### config.mk
export PLATFORM = sky130hd
export DESIGN_NAME = scdbg_ctrl
export DESIGN_NICKNAME = d
export VERILOG_FILES = /design/src/rtl/scdbg_pkg.sv /design/src/rtl/scdbg_decode.sv /design/src/rtl/scdbg_csr.sv /design/src/rtl/scdbg_run.sv /design/src/rtl/scdbg_ctrl.sv
export SDC_FILE = /design/constraint.sdc
export NUM_CORES = 1
export LEC_CHECK = 0
export ABC_AREA = 1
export ABC_CLOCK_PERIOD_IN_PS = 4080
export BUFFER_PORTS_ARGS = -buffer_cell sky130_fd_sc_hd__buf_4
export CAP_MARGIN = 20
export CORE_MARGIN = 1
export CORE_UTILIZATION = 50
export DETAILED_ROUTE_END_ITERATION = 7
export GPL_ROUTABILITY_DRIVEN = 0
export PLACE_DENSITY_LB_ADDON = 0.05
export RECOVER_POWER = 50
export SYNTH_ARGS = -nofsm -noshare
export SYNTH_HDL_FRONTEND = slang
export SYNTH_SLANG_ARGS = --single-unit
### constraint.sdc
create_clock -name clk -period 4.08 [get_ports clk]
set_input_delay 0.816 -clock clk [delete_from_list [all_inputs] [get_ports clk]]
set_output_delay 0.816 -clock clk [all_outputs]
set_load 0.005 [all_outputs]
### src/rtl/scdbg_pkg.sv
package scdbg_pkg;

  localparam int XLEN = 32;
  localparam int NUM_SCRATCH = 2;

  localparam logic [6:0]  OPC_SYSTEM = 7'b1110011;
  localparam logic [11:0] IMM_EBREAK = 12'h001;
  localparam logic [11:0] IMM_DRET   = 12'h7B2;

  localparam logic [11:0] CSR_DCSR = 12'h7B0;

  localparam logic [31:0] DCSR_RESET    = 32'h4000_0003;
  localparam int          DCSR_STEP_BIT = 2;
  localparam int          DCSR_EBM_BIT  = 15;
  localparam int          DCSR_CAUSE_LO = 6;
  localparam int          DCSR_CAUSE_HI = 8;

  typedef enum logic [1:0] {
    PCSEL_SEQ  = 2'b00,
    PCSEL_TGT  = 2'b01,
    PCSEL_HALT = 2'b10,
    PCSEL_DPC  = 2'b11
  } pcsel_e;

  typedef enum logic [1:0] {
    CSROP_NONE = 2'd0,
    CSROP_RW   = 2'd1,
    CSROP_SET  = 2'd2,
    CSROP_CLR  = 2'd3
  } csrop_e;

  typedef enum logic [2:0] {
    CAUSE_NONE    = 3'd0,
    CAUSE_EBREAK  = 3'd1,
    CAUSE_HALTREQ = 3'd3,
    CAUSE_STEP    = 3'd4
  } cause_e;

  typedef struct packed {
    logic        csr;
    csrop_e      op;
    logic [11:0] addr;
    logic        src_zero;
    logic        ebreak;
    logic        dret;
    logic        bad;
  } dec_t;

endpackage

### src/rtl/scdbg_decode.sv
module scdbg_decode
  import scdbg_pkg::*;
(
  input  logic [31:0] instr,
  output dec_t        dec
);

  logic [6:0]  opcode;
  logic [4:0]  rd_f;
  logic [2:0]  f3;
  logic [4:0]  rs1_f;
  logic [11:0] imm;

  assign opcode = instr[6:0];
  assign rd_f   = instr[11:7];
  assign f3     = instr[14:12];
  assign rs1_f  = instr[19:15];
  assign imm    = instr[31:20];

  always_comb begin
    dec          = '0;
    dec.op       = CSROP_NONE;
    dec.addr     = imm;
    dec.src_zero = (rs1_f == 5'd0);
    if (opcode == OPC_SYSTEM) begin
      unique case (f3)
        3'b000: begin
          if (rs1_f == 5'd0 && rd_f == 5'd0 && imm == IMM_EBREAK)
            dec.ebreak = 1'b1;
          else if (rs1_f == 5'd0 && rd_f == 5'd0 && imm == IMM_DRET)
            dec.dret = 1'b1;
          else
            dec.bad = 1'b1;
        end
        3'b001: begin dec.csr = 1'b1; dec.op = CSROP_RW;  end
        3'b010: begin dec.csr = 1'b1; dec.op = CSROP_SET; end
        3'b011: begin dec.csr = 1'b1; dec.op = CSROP_CLR; end
        default: dec.bad = 1'b1;
      endcase
    end
  end

endmodule

### src/rtl/scdbg_csr.sv
module scdbg_csr
  import scdbg_pkg::*;
#(
  parameter int XLEN_P      = XLEN,
  parameter int SCRATCH_CNT = NUM_SCRATCH
) (
  input  logic              clk,
  input  logic              rst_n,
  input  logic              dbg_mode,
  input  logic              acc,
  input  csrop_e            op,
  input  logic [11:0]       addr,
  input  logic              src_zero,
  input  logic [XLEN_P-1:0] rs1_val,
  input  logic              enter,
  input  logic [2:0]        cause,
  input  logic [XLEN_P-1:0] nat_next,
  output logic [XLEN_P-1:0] rdata,
  output logic              wb,
  output logic              acc_illegal,
  output logic [XLEN_P-1:0] dpc,
  output logic              step,
  output logic              ebreakm
);

  localparam int          NUM_CSR  = 2 + SCRATCH_CNT;
  localparam logic [11:0] OFF_DCSR = 12'd0;
  localparam logic [11:0] OFF_DPC  = 12'd1;

  logic [11:0]       off;
  logic              in_range;
  logic              legal;
  logic              we;
  logic [XLEN_P-1:0] old_val;
  logic [XLEN_P-1:0] wdata;
  logic [XLEN_P-1:0] scr_vals [SCRATCH_CNT];

  logic [XLEN_P-1:0] dcsr_q, dcsr_d;
  logic              dcsr_en;
  logic [XLEN_P-1:0] dpc_q, dpc_d;
  logic              dpc_en;

  assign off         = addr - CSR_DCSR;
  assign in_range    = (off < 12'(NUM_CSR));
  assign legal       = acc && in_range && dbg_mode;
  assign acc_illegal = acc && !legal;
  assign we          = legal && ((op == CSROP_RW) || !src_zero);
  assign wb          = legal;
  assign rdata       = legal ? old_val : '0;

  // read mux over the selected CSR
  always_comb begin
    old_val = '0;
    if (off == OFF_DCSR) old_val = dcsr_q;
    if (off == OFF_DPC)  old_val = dpc_q;
    for (int i = 0; i < SCRATCH_CNT; i++) begin
      if (off == 12'(2 + i)) old_val = scr_vals[i];
    end
  end

  // read-modify-write value
  always_comb begin
    unique case (op)
      CSROP_SET: wdata = old_val | rs1_val;
      CSROP_CLR: wdata = old_val & ~rs1_val;
      default:   wdata = rs1_val;
    endcase
  end

  // dcsr: cause on entry, software write in debug mode
  always_comb begin
    dcsr_d  = dcsr_q;
    dcsr_en = 1'b0;
    if (enter) begin
      dcsr_d[DCSR_CAUSE_HI:DCSR_CAUSE_LO] = cause;
      dcsr_en = 1'b1;
    end else if (we && off == OFF_DCSR) begin
      dcsr_d  = wdata;
      dcsr_en = 1'b1;
    end
  end

  always_ff @(posedge clk or negedge rst_n) begin
    if (!rst_n)       dcsr_q <= XLEN_P'(DCSR_RESET);
    else if (dcsr_en) dcsr_q <= dcsr_d;
  end

  // dpc: capture on entry, software write in debug mode
  always_comb begin
    dpc_d  = dpc_q;
    dpc_en = 1'b0;
    if (enter) begin
      dpc_d  = nat_next;
      dpc_en = 1'b1;
    end else if (we && off == OFF_DPC) begin
      dpc_d  = wdata;
      dpc_en = 1'b1;
    end
  end

  always_ff @(posedge clk or negedge rst_n) begin
    if (!rst_n)      dpc_q <= '0;
    else if (dpc_en) dpc_q <= dpc_d;
  end

  // scratch registers
  for (genvar i = 0; i < SCRATCH_CNT; i++) begin : g_scr
    logic [XLEN_P-1:0] scr_q;
    logic              scr_en;
    assign scr_en = we && (off == 12'(2 + i));
    always_ff @(posedge clk or negedge rst_n) begin
      if (!rst_n)      scr_q <= '0;
      else if (scr_en) scr_q <= wdata;
    end
    assign scr_vals[i] = scr_q;
  end

  assign dpc     = dpc_q;
  assign step    = dcsr_q[DCSR_STEP_BIT];
  assign ebreakm = dcsr_q[DCSR_EBM_BIT];

endmodule

### src/rtl/scdbg_run.sv
module scdbg_run
  import scdbg_pkg::*;
(
  input  logic       clk,
  input  logic       rst_n,
  input  logic       is_ebreak,
  input  logic       is_dret,
  input  logic       halt_req,
  input  logic       taken,
  input  logic       ebreakm,
  input  logic       step,
  output logic       dbg_mode,
  output logic       enter,
  output logic [2:0] cause,
  output pcsel_e     pc_sel
);

  logic mode_q, mode_d;
  logic step_pend_q, step_pend_d;
  logic ebreak_halt;
  logic dret_go;

  assign ebreak_halt = is_ebreak && ebreakm;
  assign enter       = !mode_q && (halt_req || ebreak_halt || step_pend_q);
  assign dret_go     = mode_q && is_dret;

  // cause precedence: ebreak, halt request, step
  always_comb begin
    if (ebreak_halt)   cause = CAUSE_EBREAK;
    else if (halt_req) cause = CAUSE_HALTREQ;
    else               cause = CAUSE_STEP;
  end

  always_comb begin
    mode_d = mode_q;
    if (enter)        mode_d = 1'b1;
    else if (dret_go) mode_d = 1'b0;
  end

  always_comb begin
    step_pend_d = step_pend_q;
    if (enter)                step_pend_d = 1'b0;
    else if (dret_go && step) step_pend_d = 1'b1;
  end

  // next-PC select priority: halt/park, dret, taken, sequential
  always_comb begin
    if (enter || (mode_q && is_ebreak)) pc_sel = PCSEL_HALT;
    else if (dret_go)                   pc_sel = PCSEL_DPC;
    else if (taken)                     pc_sel = PCSEL_TGT;
    else                                pc_sel = PCSEL_SEQ;
  end

  always_ff @(posedge clk or negedge rst_n) begin
    if (!rst_n) begin
      mode_q      <= 1'b0;
      step_pend_q <= 1'b0;
    end else begin
      mode_q      <= mode_d;
      step_pend_q <= step_pend_d;
    end
  end

  assign dbg_mode = mode_q;

endmodule

### src/rtl/scdbg_ctrl.sv
module scdbg_ctrl
  import scdbg_pkg::*;
#(
  parameter int XLEN_P = XLEN
) (
  input  logic              clk,
  input  logic              rst_n,
  input  logic [31:0]       instr,
  input  logic [XLEN_P-1:0] pc,
  input  logic [XLEN_P-1:0] target,
  input  logic              branch,
  input  logic              zero,
  input  logic              jump,
  input  logic              halt_req,
  input  logic [XLEN_P-1:0] rs1_val,
  output logic [1:0]        pc_sel,
  output logic              halted,
  output logic [XLEN_P-1:0] dpc,
  output logic              illegal,
  output logic              csr_wb,
  output logic [XLEN_P-1:0] csr_rdata
);

  logic [1:0]        rst_sync_q;
  logic              rst_sync_n;
  dec_t              dec;
  logic              taken;
  logic [XLEN_P-1:0] nat_next;
  logic              dbg_mode;
  logic              enter;
  logic [2:0]        cause;
  pcsel_e            sel;
  logic              step;
  logic              ebreakm;
  logic              acc_illegal;

  // asynchronous assert, synchronous release
  always_ff @(posedge clk or negedge rst_n) begin
    if (!rst_n) rst_sync_q <= 2'b00;
    else        rst_sync_q <= {rst_sync_q[0], 1'b1};
  end
  assign rst_sync_n = rst_sync_q[1];

  assign taken    = jump || (branch && zero);
  assign nat_next = taken ? target : (pc + XLEN_P'(4));

  scdbg_decode u_decode (
    .instr (instr),
    .dec   (dec)
  );

  scdbg_run u_run (
    .clk       (clk),
    .rst_n     (rst_sync_n),
    .is_ebreak (dec.ebreak),
    .is_dret   (dec.dret),
    .halt_req  (halt_req),
    .taken     (taken),
    .ebreakm   (ebreakm),
    .step      (step),
    .dbg_mode  (dbg_mode),
    .enter     (enter),
    .cause     (cause),
    .pc_sel    (sel)
  );

  scdbg_csr #(
    .XLEN_P      (XLEN_P),
    .SCRATCH_CNT (NUM_SCRATCH)
  ) u_csr (
    .clk         (clk),
    .rst_n       (rst_sync_n),
    .dbg_mode    (dbg_mode),
    .acc         (dec.csr),
    .op          (dec.op),
    .addr        (dec.addr),
    .src_zero    (dec.src_zero),
    .rs1_val     (rs1_val),
    .enter       (enter),
    .cause       (cause),
    .nat_next    (nat_next),
    .rdata       (csr_rdata),
    .wb          (csr_wb),
    .acc_illegal (acc_illegal),
    .dpc         (dpc),
    .step        (step),
    .ebreakm     (ebreakm)
  );

  assign pc_sel  = sel;
  assign halted  = dbg_mode;
  assign illegal = dec.bad || acc_illegal;

endmodule

==> flow_summary.json <==
{
  "outcome": "complete, but fails checks",
  "failed_checks": "capacitance limit, slew limit",
  "syn_area_um2": 8690,
  "r2r_start": "rst_sync_q[1]",
  "cpMaxStageDelayCell": "buf_4",
  "post_cts_buffers": 0,
  "grt_pass1_vias": 8895,
  "portBuffers": 202,
  "path_cells": "buf_4 > nor3_2 > nand2_1 > nor2_1 > o21ai_0 > nor3_4 > inv_1 > buf_4 > a21oi_1 > buf_4",
  "max-vdd-ir-drop_mv": 0.327,
  "worst-endpoint-arrival_ns": 2.74,
  "drv_cap": 1,
  "worstSetupStartpoint": "instr[3]",
  "ys_warn_count": 0,
  "max_freq_mhz": 281,
  "initial_core_util": 0.519,
  "gr-usage-met2": 0.542,
  "finalSetupViolCount": 0,
  "seq_area_frac_synth": 0.381,
  "core_area_um2": 16800,
  "hold_buffers": 0,
  "rsz0062_at_grt": "false",
  "drive_above_1_share": 0.190,
  "postRouteAntennaNets": 0,
  "vias_per_cell": 5.41,
  "fin_setup_tns_ns": 0,
  "cts_sinks": 132,
  "grt_max_degree": 80,
  "tightest_slew_ns": 1.73,
  "die_h_um": 134,
  "nNetsFinal": 1662,
  "cts_buffers": 17,
  "cts-root-buf": "clkbuf_16",
  "clkTransAtPathRegs_ns": 0.07,
  "synth_top_area_cell": "dfrtp_1",
  "rows": 47,
  "critPathMostFrequentCell": "buf_4",
  "skew_ns": 0.0102,
  "met3_usage": 0.0578,
  "holdCritPathClass": "primary input to asynchronous set/reset pin",
  "worstPathMaxFanout": 23,
  "die_w_um": 134,
  "area_growth_pct": 26.1,
  "grt_pass1_wl_mm": 46.8,
  "wl_mm": 29.4,
  "grt_antenna_before_repair": 0,
  "crit_type": "primary input to primary output",
  "startpoint_type": "primary input",
  "cts.repair.resized": 0,
  "first_pass_iters": 5,
  "synth_cell_type_count": 42,
  "maxSlewViolCount": 70,
  "max_slew_margin": -0.154,
  "hold_ws_ns": 0.163,
  "ios": 203,
  "avgSynthCellArea_um2": 6.46,
  "end_kind": "primary output",
  "busiest_layer": "met2",
  "final.period_utilization": 0.872,
  "synth_top_area_frac": 0.371,
  "n_antenna_cell": 0,
  "clk_latency_ns": 0.43,
  "clk_path_buf_depth": 2,
  "route.vias.total": 9520,
  "fill_cells": 1529,
  "p_per_area_nw_per_um2": 300,
  "hpwlAfterDp_mm": 21.6,
  "overflow": 0,
  "global_route.usage.met1": 0.467,
  "syn_nets": 1481,
  "required_ns": 3.26,
  "p_leak_nw": 5.96,
  "mostFrequentLayoutCell": "nand2_1",
  "cts_tree": "yes",
  "fin_crit_ns": 3.56,
  "drc": 0,
  "final_cell_mix": "nand2_1 (574), buf_4 (181), nor2_1 (154)",
  "synthTopCellsByArea": "dfrtp_1 (37%), nand2_1 (25%), nor2_1 (6.7%)",
  "finalHoldViolations": 0,
  "fp.dieArea_um2": 17900,
  "synthCells": 1346,
  "gr-usage-all-layers": 0.340,
  "wl_per_cell_um": 16.7,
  "htree_levels": 4,
  "ys_seq_elements": 132,
  "drt-initial-drc-count": 1002,
  "cpPeakStageDelay_ns": 0.32
}
[through the flow]
| step | worst slack [ns] | util | total power [mW] | std cells | area [µm²] |
|---|---|---|---|---|---|
| final | 0.523 | 0.654 | 3.29 | 1760 | 11000 |
| after global routing | 0.200 | 0.654 | 3.38 | 1760 | 11000 |
| after CTS | 0.557 | 0.656 | 3.30 | 1759 | 11000 |
| after detailed placement | 0.570 | 0.618 | 1.63 | 1727 | 10300 |
| after global placement | 0.632 | 0.618 | 1.62 | 1727 | 10300 |
| after floorplan | 0.135 | - | 1.46 | 1346 | 8690 |
[worst paths after layout]
check	endpoint	depth (start not counted)	slack, ns
worst max-delay path	csr_rdata[0]	10	0.52
worst min-delay path	rst_sync_q[1]	1	0.16
worst max register to register	u_csr.dcsr_q[26]	2	0.78
worst min register to register	u_csr.dcsr_q[5]	0	0.19
max in group asynchronous	u_csr.dcsr_q[26]	2	0.78
min in group clk	rst_sync_q[1]	0	0.37
[synth_stat cells]
library cell,n
buf_4,9
xnor2_1,5
and3b_1,1
or2_2,18
nand4_1,10
nor3b_1,1
nand2_4,2
nand2_2,3
and3_1,3
conb_1,1
nor3_1,16
dfrtp_1,129
nor3_2,1
buf_2,25
dfstp_2,3
inv_1,90
ha_1,1
clkinv_1,3
nand3_1,90
o211ai_1,23
o2111ai_1,1
nand3_2,2
nand3_4,2
xor2_1,15
nand3b_1,2
o211a_1,1
inv_2,11
nor2_8,2
clkbuf_1,19
a31oi_1,2
buf_6,3
a21oi_1,33
nand2_1,574
a22oi_1,1
nor4_1,1
nor2_4,4
o21ai_1,36
nor2_1,154
nor3_4,1
o221ai_1,1
o21ai_0,46
o22ai_1,1
[critical path, delay by kind of cell]
family                 cells  cell delay (ns)
buffers and inverters      4             0.85
AO/OA/AOI/OAI              2             0.35
AND/OR/NAND/NOR            4             0.70
[registers in the layout, indices dropped and copies added, names as in the netlist]
register           count
rst_sync_q             2
u_csr.dcsr_q          32
u_csr.dpc             32
u_csr.g_scr.scr_q     64
u_run.dbg_mode         1
u_run.step_pend_q      1
[metal layers]
layer / up-vias / wire length [µm]
met4: 0 / 764
met1: 4392 / 12600
met2: 466 / 13600
met3: 52 / 2460
met5: - / 0
li1: 4610 / -
[where the power goes]
group | total, mW | switching, mW | internal [mW]
Clock | 1.68 | 0.618 | 1.07
Combinational | 0.291 | 0.166 | 0.125
Sequential | 1.31 | 0.00252 | 1.31
Total | 3.29 | 0.786 | 2.50
[logic make-up after synthesis]
group / after synthesis / share of synthesized area
fa+ha+maj: 1 / 0.00144
xor+xnor: 20 / 0.0202
other cells: 1 / 0.000431
flops: 132 / 0.381
compound gates: 145 / 0.0923
buf+inv: 160 / 0.0792
simple gates: 887 / 0.426
[cell type report]
cell class | instances | area [µm²] | area share
clock inverters | 13 | 196 | 0.0179
multi-input cells | 1054 | 4710 | 0.429
inverters | 104 | 390 | 0.0356
repair buffers | 218 | 1630 | 0.149
clock buffers | 19 | 453 | 0.0413
well taps | 220 | 275 | 0.0251
flip-flops and latches | 132 | 3310 | 0.302
(Power assumes the default switching activity.)
